### src/rtl/spi_uart_pkg.sv
package spi_uart_pkg;

   localparam logic [1:0] OP_RD_DATA = 2'b00;
   localparam logic [1:0] OP_RD_CFG  = 2'b01;
   localparam logic [1:0] OP_WR_DATA = 2'b10;
   localparam logic [1:0] OP_WR_CFG  = 2'b11;

   localparam int RX_FLAG_BIT = 15;
   localparam int TX_FLAG_BIT = 14;

   typedef enum logic [2:0] {
      S_INIT_WR,
      S_INIT_RD,
      S_INIT_GAP,
      S_IDLE,
      S_TX_POLL,
      S_TX_WRITE,
      S_DRAIN
   } ctl_state_e;

   function automatic logic [3:0] rate_to_code(input logic [17:0] rate);
      case (rate)
         18'd230400: return 4'd0;
         18'd115200: return 4'd1;
         18'd57600:  return 4'd2;
         18'd38400:  return 4'd9;
         18'd19200:  return 4'd10;
         18'd9600:   return 4'd11;
         18'd4800:   return 4'd12;
         18'd2400:   return 4'd13;
         18'd1200:   return 4'd14;
         18'd600:    return 4'd15;
         default:    return 4'd1;
      endcase
   endfunction

endpackage

### src/rtl/spi_frame_engine.sv
module spi_frame_engine #(
   parameter int FRAME_W  = 16,
   parameter int HALF_CYC = 4
) (
   input  logic               clk,
   input  logic               rst_n,
   input  logic               start,
   input  logic [FRAME_W-1:0] tx_word,
   output logic               busy,
   output logic               done,
   output logic [FRAME_W-1:0] rx_word,
   output logic               sclk,
   output logic               cs_n,
   output logic               mosi,
   input  logic               miso
);
   localparam int CW = $clog2(HALF_CYC + 1);
   localparam int BW = $clog2(FRAME_W + 1);

   if (HALF_CYC < 1) begin : g_bad_half
      $error("spi_frame_engine: HALF_CYC must be at least 1");
   end
   if (FRAME_W < 2) begin : g_bad_width
      $error("spi_frame_engine: FRAME_W must be at least 2");
   end

   logic               active;
   logic [CW-1:0]      tmr;
   logic [BW-1:0]      bitcnt;
   logic [FRAME_W-1:0] sh_out;
   logic [FRAME_W-1:0] sh_in;

   always_ff @(posedge clk or negedge rst_n) begin
      if (!rst_n) begin
         active <= 1'b0;
         sclk   <= 1'b1;
         cs_n   <= 1'b1;
         done   <= 1'b0;
         tmr    <= '0;
         bitcnt <= '0;
         sh_out <= '0;
         sh_in  <= '0;
      end else begin
         done <= 1'b0;
         if (!active) begin
            if (start) begin
               active <= 1'b1;
               sclk   <= 1'b0;
               cs_n   <= 1'b0;
               sh_out <= tx_word;
               tmr    <= CW'(HALF_CYC - 1);
               bitcnt <= '0;
            end
         end else if (tmr != '0) begin
            tmr <= tmr - 1'b1;
         end else if (!sclk) begin
            sclk <= 1'b1;
            tmr  <= CW'(HALF_CYC - 1);
         end else begin
            sh_in <= {sh_in[FRAME_W-2:0], miso};
            if (bitcnt == BW'(FRAME_W - 1)) begin
               active <= 1'b0;
               cs_n   <= 1'b1;
               done   <= 1'b1;
            end else begin
               sclk   <= 1'b0;
               sh_out <= {sh_out[FRAME_W-2:0], 1'b0};
               bitcnt <= bitcnt + 1'b1;
               tmr    <= CW'(HALF_CYC - 1);
            end
         end
      end
   end

   assign busy    = active;
   assign mosi    = sh_out[FRAME_W-1];
   assign rx_word = sh_in;

endmodule

### src/rtl/rx_ring.sv
module rx_ring #(
   parameter int DEPTH = 16,
   parameter int W     = 8
) (
   input  logic                       clk,
   input  logic                       rst_n,
   input  logic                       push,
   input  logic [W-1:0]               push_data,
   input  logic                       pop,
   output logic [W-1:0]               head,
   output logic [$clog2(DEPTH+1)-1:0] count,
   output logic                       full,
   output logic                       empty
);
   localparam int AW = (DEPTH > 1) ? $clog2(DEPTH) : 1;
   localparam int CNT_W = $clog2(DEPTH + 1);

   if (DEPTH < 2 || (DEPTH & (DEPTH - 1)) != 0) begin : g_bad_depth
      $error("rx_ring: DEPTH must be a power of two, at least 2");
   end

   logic [W-1:0]  mem [DEPTH];
   logic [AW-1:0] wr_idx, rd_idx;
   logic          do_push, do_pop;

   assign empty   = (count == '0);
   assign full    = (count == CNT_W'(DEPTH));
   assign do_pop  = pop && !empty;
   assign do_push = push && !full;
   assign head    = mem[rd_idx];

   always_ff @(posedge clk or negedge rst_n) begin
      if (!rst_n) begin
         wr_idx <= '0;
         rd_idx <= '0;
         count  <= '0;
         for (int i = 0; i < DEPTH; i++) mem[i] <= '0;
      end else begin
         if (do_push) begin
            mem[wr_idx] <= push_data;
            wr_idx      <= wr_idx + 1'b1;
         end
         if (do_pop) rd_idx <= rd_idx + 1'b1;
         case ({do_push, do_pop})
            2'b10:   count <= count + 1'b1;
            2'b01:   count <= count - 1'b1;
            default: count <= count;
         endcase
      end
   end

endmodule

### src/rtl/spi_uart_host.sv
module spi_uart_host
   import spi_uart_pkg::*;
#(
   parameter int HALF_CYC  = 4,
   parameter int BUF_DEPTH = 16,
   parameter int RETRY_GAP = 1000,
   parameter int RETRY_MAX = 100,
   parameter bit CRLF_EN   = 1'b1
) (
   input  logic        clk,
   input  logic        rst_n,
   input  logic [17:0] cfg_baud,
   input  logic [7:0]  tx_data,
   input  logic        tx_valid,
   output logic        tx_ready,
   output logic [7:0]  rx_data,
   output logic        rx_avail,
   input  logic        rx_pop,
   input  logic        rx_poll,
   output logic        init_done,
   output logic        init_fail,
   output logic        spi_sclk,
   output logic        spi_cs_n,
   output logic        spi_mosi,
   input  logic        spi_miso
);
   localparam int FW    = 16;
   localparam int CNT_W = $clog2(BUF_DEPTH + 1);
   localparam int GAP_W = $clog2(RETRY_GAP + 1);
   localparam int TRY_W = $clog2(RETRY_MAX + 1);

   if (RETRY_MAX < 1 || RETRY_GAP < 1) begin : g_bad_retry
      $error("spi_uart_host: RETRY_MAX and RETRY_GAP must be at least 1");
   end

   ctl_state_e       st;
   logic             inflight;
   logic             eng_start, eng_busy, eng_done;
   logic [FW-1:0]    eng_tx, eng_rx;
   logic [7:0]       cur_byte;
   logic             lf_pend;
   logic [3:0]       cfg_code;
   logic [GAP_W-1:0] gap_tmr;
   logic [TRY_W-1:0] tries;
   logic             ring_push, ring_full, ring_empty;
   logic [CNT_W-1:0] rx_count;
   logic [7:0]       first_byte;
   logic             first_lf;
   logic             frame_state;

   // Line-feed expansion variant.
   if (CRLF_EN) begin : g_crlf
      assign first_lf   = (tx_data == 8'h0A);
      assign first_byte = first_lf ? 8'h0D : tx_data;
   end else begin : g_raw
      assign first_lf   = 1'b0;
      assign first_byte = tx_data;
   end

   assign frame_state = (st == S_INIT_WR) || (st == S_INIT_RD) || (st == S_TX_POLL)
                     || (st == S_TX_WRITE) || (st == S_DRAIN);
   assign eng_start   = frame_state && !inflight;

   always_comb begin
      case (st)
         S_INIT_WR:  eng_tx = {OP_WR_CFG, 10'd0, rate_to_code(cfg_baud)};
         S_INIT_RD:  eng_tx = {OP_RD_CFG, 14'd0};
         S_TX_POLL:  eng_tx = {OP_RD_CFG, 14'd0};
         S_TX_WRITE: eng_tx = {OP_WR_DATA, 6'd0, cur_byte};
         default:    eng_tx = {OP_RD_DATA, 14'd0};
      endcase
   end

   assign ring_push = eng_done && eng_rx[RX_FLAG_BIT] && !ring_full
                   && ((st == S_TX_WRITE) || (st == S_DRAIN));

   always_ff @(posedge clk or negedge rst_n) begin
      if (!rst_n) begin
         st        <= S_INIT_WR;
         inflight  <= 1'b0;
         cur_byte  <= '0;
         lf_pend   <= 1'b0;
         cfg_code  <= '0;
         gap_tmr   <= '0;
         tries     <= '0;
         init_done <= 1'b0;
         init_fail <= 1'b0;
      end else begin
         if (eng_start) inflight <= 1'b1;
         if (eng_done)  inflight <= 1'b0;
         if (eng_start && st == S_INIT_WR) cfg_code <= rate_to_code(cfg_baud);
         case (st)
            S_INIT_WR: if (eng_done) st <= S_INIT_RD;
            S_INIT_RD: if (eng_done) begin
               if (eng_rx[13:0] == {10'd0, cfg_code}) begin
                  init_done <= 1'b1;
                  st        <= S_IDLE;
               end else if (tries == TRY_W'(RETRY_MAX - 1)) begin
                  init_fail <= 1'b1;
                  st        <= S_IDLE;
               end else begin
                  tries   <= tries + 1'b1;
                  gap_tmr <= GAP_W'(RETRY_GAP - 1);
                  st      <= S_INIT_GAP;
               end
            end
            S_INIT_GAP: begin
               if (gap_tmr == '0) st <= S_INIT_WR;
               else gap_tmr <= gap_tmr - 1'b1;
            end
            S_IDLE: begin
               if (tx_valid) begin
                  cur_byte <= first_byte;
                  lf_pend  <= first_lf;
                  st       <= S_TX_POLL;
               end else if (rx_poll && ring_empty) begin
                  st <= S_DRAIN;
               end
            end
            S_TX_POLL: if (eng_done && eng_rx[TX_FLAG_BIT]) st <= S_TX_WRITE;
            S_TX_WRITE: if (eng_done) begin
               if (lf_pend) begin
                  cur_byte <= 8'h0A;
                  lf_pend  <= 1'b0;
                  st       <= S_TX_POLL;
               end else begin
                  st <= S_IDLE;
               end
            end
            S_DRAIN: if (eng_done) begin
               if (!(eng_rx[RX_FLAG_BIT] && rx_count < CNT_W'(BUF_DEPTH - 1))) st <= S_IDLE;
            end
            default: st <= S_IDLE;
         endcase
      end
   end

   assign tx_ready = (st == S_IDLE);
   assign rx_avail = !ring_empty;

   spi_frame_engine #(.FRAME_W(FW), .HALF_CYC(HALF_CYC)) eng_i (
      .clk(clk), .rst_n(rst_n), .start(eng_start), .tx_word(eng_tx),
      .busy(eng_busy), .done(eng_done), .rx_word(eng_rx),
      .sclk(spi_sclk), .cs_n(spi_cs_n), .mosi(spi_mosi), .miso(spi_miso)
   );

   rx_ring #(.DEPTH(BUF_DEPTH), .W(8)) ring_i (
      .clk(clk), .rst_n(rst_n), .push(ring_push), .push_data(eng_rx[7:0]),
      .pop(rx_pop), .head(rx_data), .count(rx_count), .full(ring_full),
      .empty(ring_empty)
   );

endmodule

### config.mk
export PLATFORM = sky130hd
export DESIGN_NAME = spi_uart_host
export DESIGN_NICKNAME = d
export VERILOG_FILES = /design/src/rtl/spi_uart_pkg.sv /design/src/rtl/spi_frame_engine.sv /design/src/rtl/rx_ring.sv /design/src/rtl/spi_uart_host.sv
export SDC_FILE = /design/constraint.sdc
export NUM_CORES = 1
export LEC_CHECK = 0
export ABC_CLOCK_PERIOD_IN_PS = 4670
export BUFFER_PORTS_ARGS = -buffer_cell sky130_fd_sc_hd__buf_2
export CORE_ASPECT_RATIO = 1.25
export CORE_MARGIN = 5
export CORE_UTILIZATION = 60
export CTS_BUF_LIST = sky130_fd_sc_hd__clkbuf_16
export DETAILED_ROUTE_END_ITERATION = 10
export HOLD_SLACK_MARGIN = 0.15
export PLACE_DENSITY = 0.78
export REMOVE_ABC_BUFFERS = 1
export SYNTH_ARGS = -nofsm -noshare
export SYNTH_HDL_FRONTEND = slang
export SYNTH_SLANG_ARGS = --single-unit
### constraint.sdc
create_clock -name clk -period 4.67 [get_ports clk]
set_clock_uncertainty 0.15 [all_clocks]
set_input_delay 0 -clock clk [delete_from_list [all_inputs] [get_ports clk]]
set_output_delay 0 -clock clk [all_outputs]
set_load 0.05 [all_outputs]
== Word level (Yosys, flattened, before mapping) ==
Cells that the tools add are included.

* Bits of input ports: 32
* Output and inout port bits: 15
* Register bits after elaboration: 221
* Word-level logic and storage cells: 203

* Eq/ne operators: 40
* Mux-type cells: 69
* Order comparisons: 4
* Reduce and logical (&&, ||, !) cells: 41
* Bitwise gates (word level): 5
* Add/subtract/negate cells: 8

{| class="wikitable"
|+ Operator list
! cell !! count
|-
| bitwise mux 128 bit || 1
|-
| 2-to-1 mux 16 bit || 5
|-
| 2-to-1 mux 8 bit || 7
|-
| case mux 16 bit (3 select lines) || 1
|-
| 2-to-1 mux 3 bit || 15
|-
| 2-to-1 mux 10 bit || 4
|-
| == test 18 x 16 -> 1 bit, second input constant || 2
|-
| case mux 4 bit (9 select lines) || 1
|-
| binary-select mux 8 bit (select 4 bit) || 1
|-
| demux 8 bit (select 4 bit) || 1
|-
| 2-to-1 mux 5 bit || 5
|-
| 2-to-1 mux 1 bit || 23
|-
| case mux 3 bit (7 select lines) || 1
|-
| != test 2 bit, second input constant || 10
|-
| case mux 10 bit (2 select lines) || 1
|-
| AND reduction 4 bit || 5
|-
| == test 18 x 10 -> 1 bit, second input constant || 1
|-
| == test 18 x 11 -> 1 bit, second input constant || 1
|-
| == test 18 x 12 -> 1 bit, second input constant || 1
|-
| == test 18 x 13 -> 1 bit, second input constant || 1
|-
| == test 18 x 14 -> 1 bit, second input constant || 1
|-
| == test 18 x 15 -> 1 bit, second input constant || 1
|-
| == test 18 bit, second input constant || 1
|-
| case mux 8 bit (2 select lines) || 1
|-
| 39 further kinds || 76
|}

== Longest topological paths before layout ==
* Depth after elaboration: 8
* Depth in mapped cells: 13
* Mapped depth without buffers: 11

== By module ==
A second synthesis with hierarchy kept.

* Cells, all modules: 936
* Area total of the unflattened synthesis: 11165.7 um2

{| class="wikitable"
|+ By module, submodules not included
! module !! area an instance (um2) !! cells an instance !! times used !! sequential area each (um2)
|-
| rx_ring || 6620.1 || 472 || 1 || 3528.4
|-
| spi_uart_host || 2362.3 || 262 || 1 || 900.9
|-
| spi_frame_engine || 2183.3 || 202 || 1 || 1103.6
|}

== Worst setup path after synthesis ==
Ideal clock, no wire load.

* Kind: reg-to-reg
* Start: register ring_i.count[0]
* End: register ring_i.count[4]
* Path slack: 1.435 ns
* Buffers on the path: 1
* Stages on the path, launching flop included: 12
* Required time: 4.397 ns
* Clock period less this slack: 3.235 ns
* Arrival time: 2.962 ns
* Path through: dfrtp_1 -> nor4_1 -> nand2_1 -> and2_1 -> clkbuf_1 -> ha_1 -> fa_1 -> a21o_1 -> a21oi_1 -> xor2_1 -> nor2_1 -> xnor2_1

* Elaborated cells between the ends (all ways): 14
* Those cells by class: 2 x add/sub; 3 x eq/ne; 1 x mux; 8 x reduce/logical

{| class="wikitable"
|+ RTL lines
! item !! RTL line !! source
|-
| start: declaration || rx_ring.sv:11 || <nowiki>output logic [$clog2(DEPTH+1)-1:0] count,</nowiki>
|-
| start signal: assignment || rx_ring.sv:45 || <nowiki>2'b10: count <= count + 1'b1;</nowiki>
|-
| start signal: assignment || rx_ring.sv:46 || <nowiki>2'b01: count <= count - 1'b1;</nowiki>
|-
| start signal: assignment || rx_ring.sv:47 || <nowiki>default: count <= count;</nowiki>
|-
| zero test 5 bit (*) || rx_ring.sv:26 || <nowiki>assign empty = (count == '0);</nowiki>
|-
| zero test 1 bit (*) || n/a ||
|-
| via rx_avail || spi_uart_host.sv:17 || <nowiki>output logic rx_avail,</nowiki>
|-
| logical AND 1 bit (*) || rx_ring.sv:28 || <nowiki>assign do_pop = pop && !empty;</nowiki>
|-
| via ring_i.do_pop || rx_ring.sv:24 || <nowiki>logic do_push, do_pop;</nowiki>
|-
| == test 2 x 1 -> 1 bit / == test 2 bit (equally long branches) || rx_ring.sv:44 || <nowiki>case ({do_push, do_pop})</nowiki>
|-
| case mux 5 bit (2 select lines) / nonzero test 2 bit (equally long branches) || n/a ||
|}

Mark *: on every way through the listed nets, which the timed path passes. The rest lies on a longest branch.
A chain may end at the register's enable or synchronous reset.

== Worst setup path after layout ==
* Start: register ring_i.rd_idx[0]
* End: output port rx_data[0]

* Longest elaborated chain between the ends: 4

{| class="wikitable"
|+ Ends and longest elaborated chain
! item !! RTL line !! source
|-
| start: declaration || rx_ring.sv:23 || <nowiki>logic [AW-1:0] wr_idx, rd_idx;</nowiki>
|-
| start signal: assignment || rx_ring.sv:43 || <nowiki>if (do_pop) rd_idx <= rd_idx + 1'b1;</nowiki>
|-
| inverter 4 -> 5 bit (implied by the code) || rx_ring.sv:30 || <nowiki>assign head = mem[rd_idx];</nowiki>
|-
| binary-select mux 8 bit (select 4 bit) || rx_ring.sv:30 ||
|-
| 2-to-1 mux 8 bit (implied by the code) (2 in a row) || rx_ring.sv:30 ||
|-
| end: declaration || spi_uart_host.sv:16 || <nowiki>output logic [7:0] rx_data,</nowiki>
|}

No other way between the ends. The select of a mux whose other input is x is not followed.

==> flow_summary.ini <==
[flow_run]
max_cap_violations = 0

[route]
drc = 0
vias = 7038
drt_iter0_drc = 463
vias_per_cell = 6.04
drt-total-wl_mm = 23.0
ant_nets = 0
first_pass_iters = 7
wl_per_cell_um = 19.8

[grt]
grt_pass1_wl_mm = 38.2
grt_pass1_vias = 7447
grt_overflow = 0
antenna_found_initial = 0
track_usage = 0.237
grt_start_max_net_pins = 129

[hold_path]
hold_depth = 4
hold_class = in2reg
min_to = cur_byte[5]
hold_start = tx_data[5]

[logic_synthesis]
synth-edff-count = 0
syn-cell-area_um2 = 10500
synthTopCellsByCount = 219 x dfrtp_1, 134 x mux2_2, 98 x nand2_1, 50 x nor2_1, 40 x mux4_2
synth.distinct_cells = 58
syn_inst = 859
ys_ff_latch = 221
yosys_warnings = 0
synth_top_area_frac = 0.521
yosysTopAreaCell = dfrtp_1
async_reset_ff_frac = 1.00
synth.area.top_cells = dfrtp_1 52%, mux2_2 14%, mux4_2 8.6%
yosysMostFrequentCell = dfrtp_1
ys_seq_area_frac = 0.526
ys.flop_type = dfrtp_1
syn_avg_cell_area_um2 = 12.3

[cts]
cts_root_buffer = clkbuf_16
cts_resized = 0
clk_pin_slew_ns = 0.06
tritoncts = done
h-tree-depth = 1
clk_latency_ns = 0.49
cts.sinks = 221
clock_path_buffers = 3
numCtsBuffers = 23

[critical_path]
arrival_ns = 3.06
path_class = reg2out
r2r_start = st[1]
r2r-end = ring_i.count[4]
r2r_slack_ns = 1.61
end_kind = primary output
cp.required_ns = 4.52
cp-start-kind = flip-flop
rr_worst_depth = 12
cp_max_fo = 25

[place]
gp_congestion = 0.879
port_buffers = 46
hpwlAfterDp_mm = 14.4

[pwr]
vdd_drop_max_mv = 0.263
cellLeakagePower_nw = 5.73
powerDensity_nw_per_um2 = 357

[sta]
drv_slew = 0
setup_viol = 0
tightest_slew_ns = 0.902
rsz0062_at_grt = no
max_freq_mhz = 312
period_needed_ns = 3.21
hold_violations = 0
tns_ns = 0
slew_headroom = 0.394
min_period_over_period = 0.687

[finish]
multiInputGateArea_um2 = 4750
antenna_cells = 0
fin_util = 0.690
nets = 974
area_delta_synth_final_pct = 13.8
seq_area_um2 = 5530
drive_above_1_share = 0.286
fillers = 1245

[floorplan]
dieArea_um2 = 20300
die_w_um = 128
rows = 54
die_h_um = 158
ios = 47
core_um2 = 17400
start_util = 0.606

[outcome]
status = complete, no violations
-- flip-flops by register name, indices dropped and copies added (netlist names), 3 cells and up --
| name | count |
|---|---|
| tries | 7 |
| gap_tmr | 10 |
| cfg_code | 4 |
| cur_byte | 8 |
| ring_i.count | 5 |
| eng_i.sh_out | 16 |
| ring_i.mem | 128 |
| eng_i.bitcnt | 5 |
| st | 3 |
| eng_i.tmr | 3 |
| eng_i.rx_word | 16 |
| ring_i.rd_idx | 4 |
| ring_i.wr_idx | 4 |
-- how the worst max path moves through the flow --
stage / startpoint / to / slack (ns) / depth (start not counted)
floorplan: st[1] / ring_i.count[4] / 1.32 / 11
global placement: st[1] / ring_i.count[4] / 1.70 / 12
detailed placement: st[1] / ring_i.count[4] / 1.62 / 12
CTS: ring_i.rd_idx[0] / rx_data[0] / 1.37 / 4
global route: ring_i.rd_idx[0] / rx_data[0] / 1.25 / 4
finish: ring_i.rd_idx[0] / rx_data[0] / 1.46 / 4
-- cell usage in the layout (no fill, tap or decap), types with 3 or more instances in the layout --
cell type | netlist | layout
inv_1 | 15 | 19
a21o_1 | 4 | 4
and2_1 | 7 | 7
nand3_1 | 23 | 23
o22ai_1 | 4 | 4
ha_1 | 15 | 15
nor3b_1 | 7 | 7
mux4_2 | 40 | 40
buf_4 | 0 | 5
a21oi_1 | 33 | 33
o31ai_1 | 3 | 3
xor2_1 | 6 | 6
mux2_2 | 134 | 134
a31oi_1 | 6 | 6
nor3_1 | 9 | 9
nor2b_1 | 9 | 9
dlygate4sd3_1 | 0 | 36
clkinv_1 | 1 | 10
a22o_1 | 11 | 11
nand2b_1 | 4 | 4
nor4_1 | 5 | 5
nor2_1 | 50 | 50
clkbuf_16 | 0 | 23
xnor2_1 | 17 | 17
o21ai_0 | 29 | 29
nand4_1 | 15 | 15
nand4b_1 | 4 | 4
buf_2 | 8 | 45
nor4b_1 | 3 | 3
dfrtp_1 | 219 | 218
clkinv_2 | 0 | 3
or3_4 | 3 | 3
nand2_1 | 98 | 98
nor2_2 | 3 | 3
-- critical path, cell delays in order, from the launching register on --
cell and delay [ns]:
dfrtp_2 0.93, buf_4 0.39, mux4_2 0.53, mux4_2 0.48, buf_2 0.23
-- cells by family (layout without fill, tap and decap cells) --
family / after synthesis / count (layout) / share of synthesized area
compound gates: 109 / 109 / 0.0656
xor+xnor: 23 / 23 / 0.0191
fa+ha+maj: 16 / 16 / 0.0197
buf+inv: 63 / 146 / 0.0234
flops: 221 / 221 / 0.526
mux: 176 / 176 / 0.231
simple gates: 251 / 251 / 0.116
-- area by class of cell --
cell class	count	share of cell area
Clock buffer	23	0.0480
Clock inverter	18	0.00846
Inverter	16	0.00501
Multi-Input combinational cell	575	0.396
Sequential cell	221	0.462
Tap cell	224	0.0234
Timing Repair Buffer	89	0.0572
-- power breakdown --
part / total [mW] / internal, mW / switching [mW]
sequential: 2.13 / 1.96 / 0.175
clock: 1.67 / 0.944 / 0.722
combinational: 0.483 / 0.258 / 0.225
-- repair_timing --
action,in CTS,in global routing
setup buffers,0,0
endpoints found under the hold margin,157,0
hold buffers,37,0
-- layer usage --
metal	GRT usage	up-vias	part of all wire
met5	0	-	0
met1	0.283	3608	0.40
li1	-	3237	-
met3	0.0368	42	0.042
met2	0.441	151	0.54
met4	0.0672	0	0.025
-- through the flow --
stage          power (mW)  area (µm²)  hold slack [ns]  worst slack [ns]  instances
2_1_floorplan        2.45       10300           -0.446              1.32        812
3_3_place_gp         2.62       10900           0.0346              1.70       1088
3_5_place_dp         2.64       10900           0.0305              1.62       1088
4_1_cts              4.33       12000            0.155              1.37       1166
5_1_grt              4.46       12000            0.226              1.25       1166
6_report             4.28       12000            0.185              1.46       1166
No activity file was read; power rests on OpenSTA's default activity.
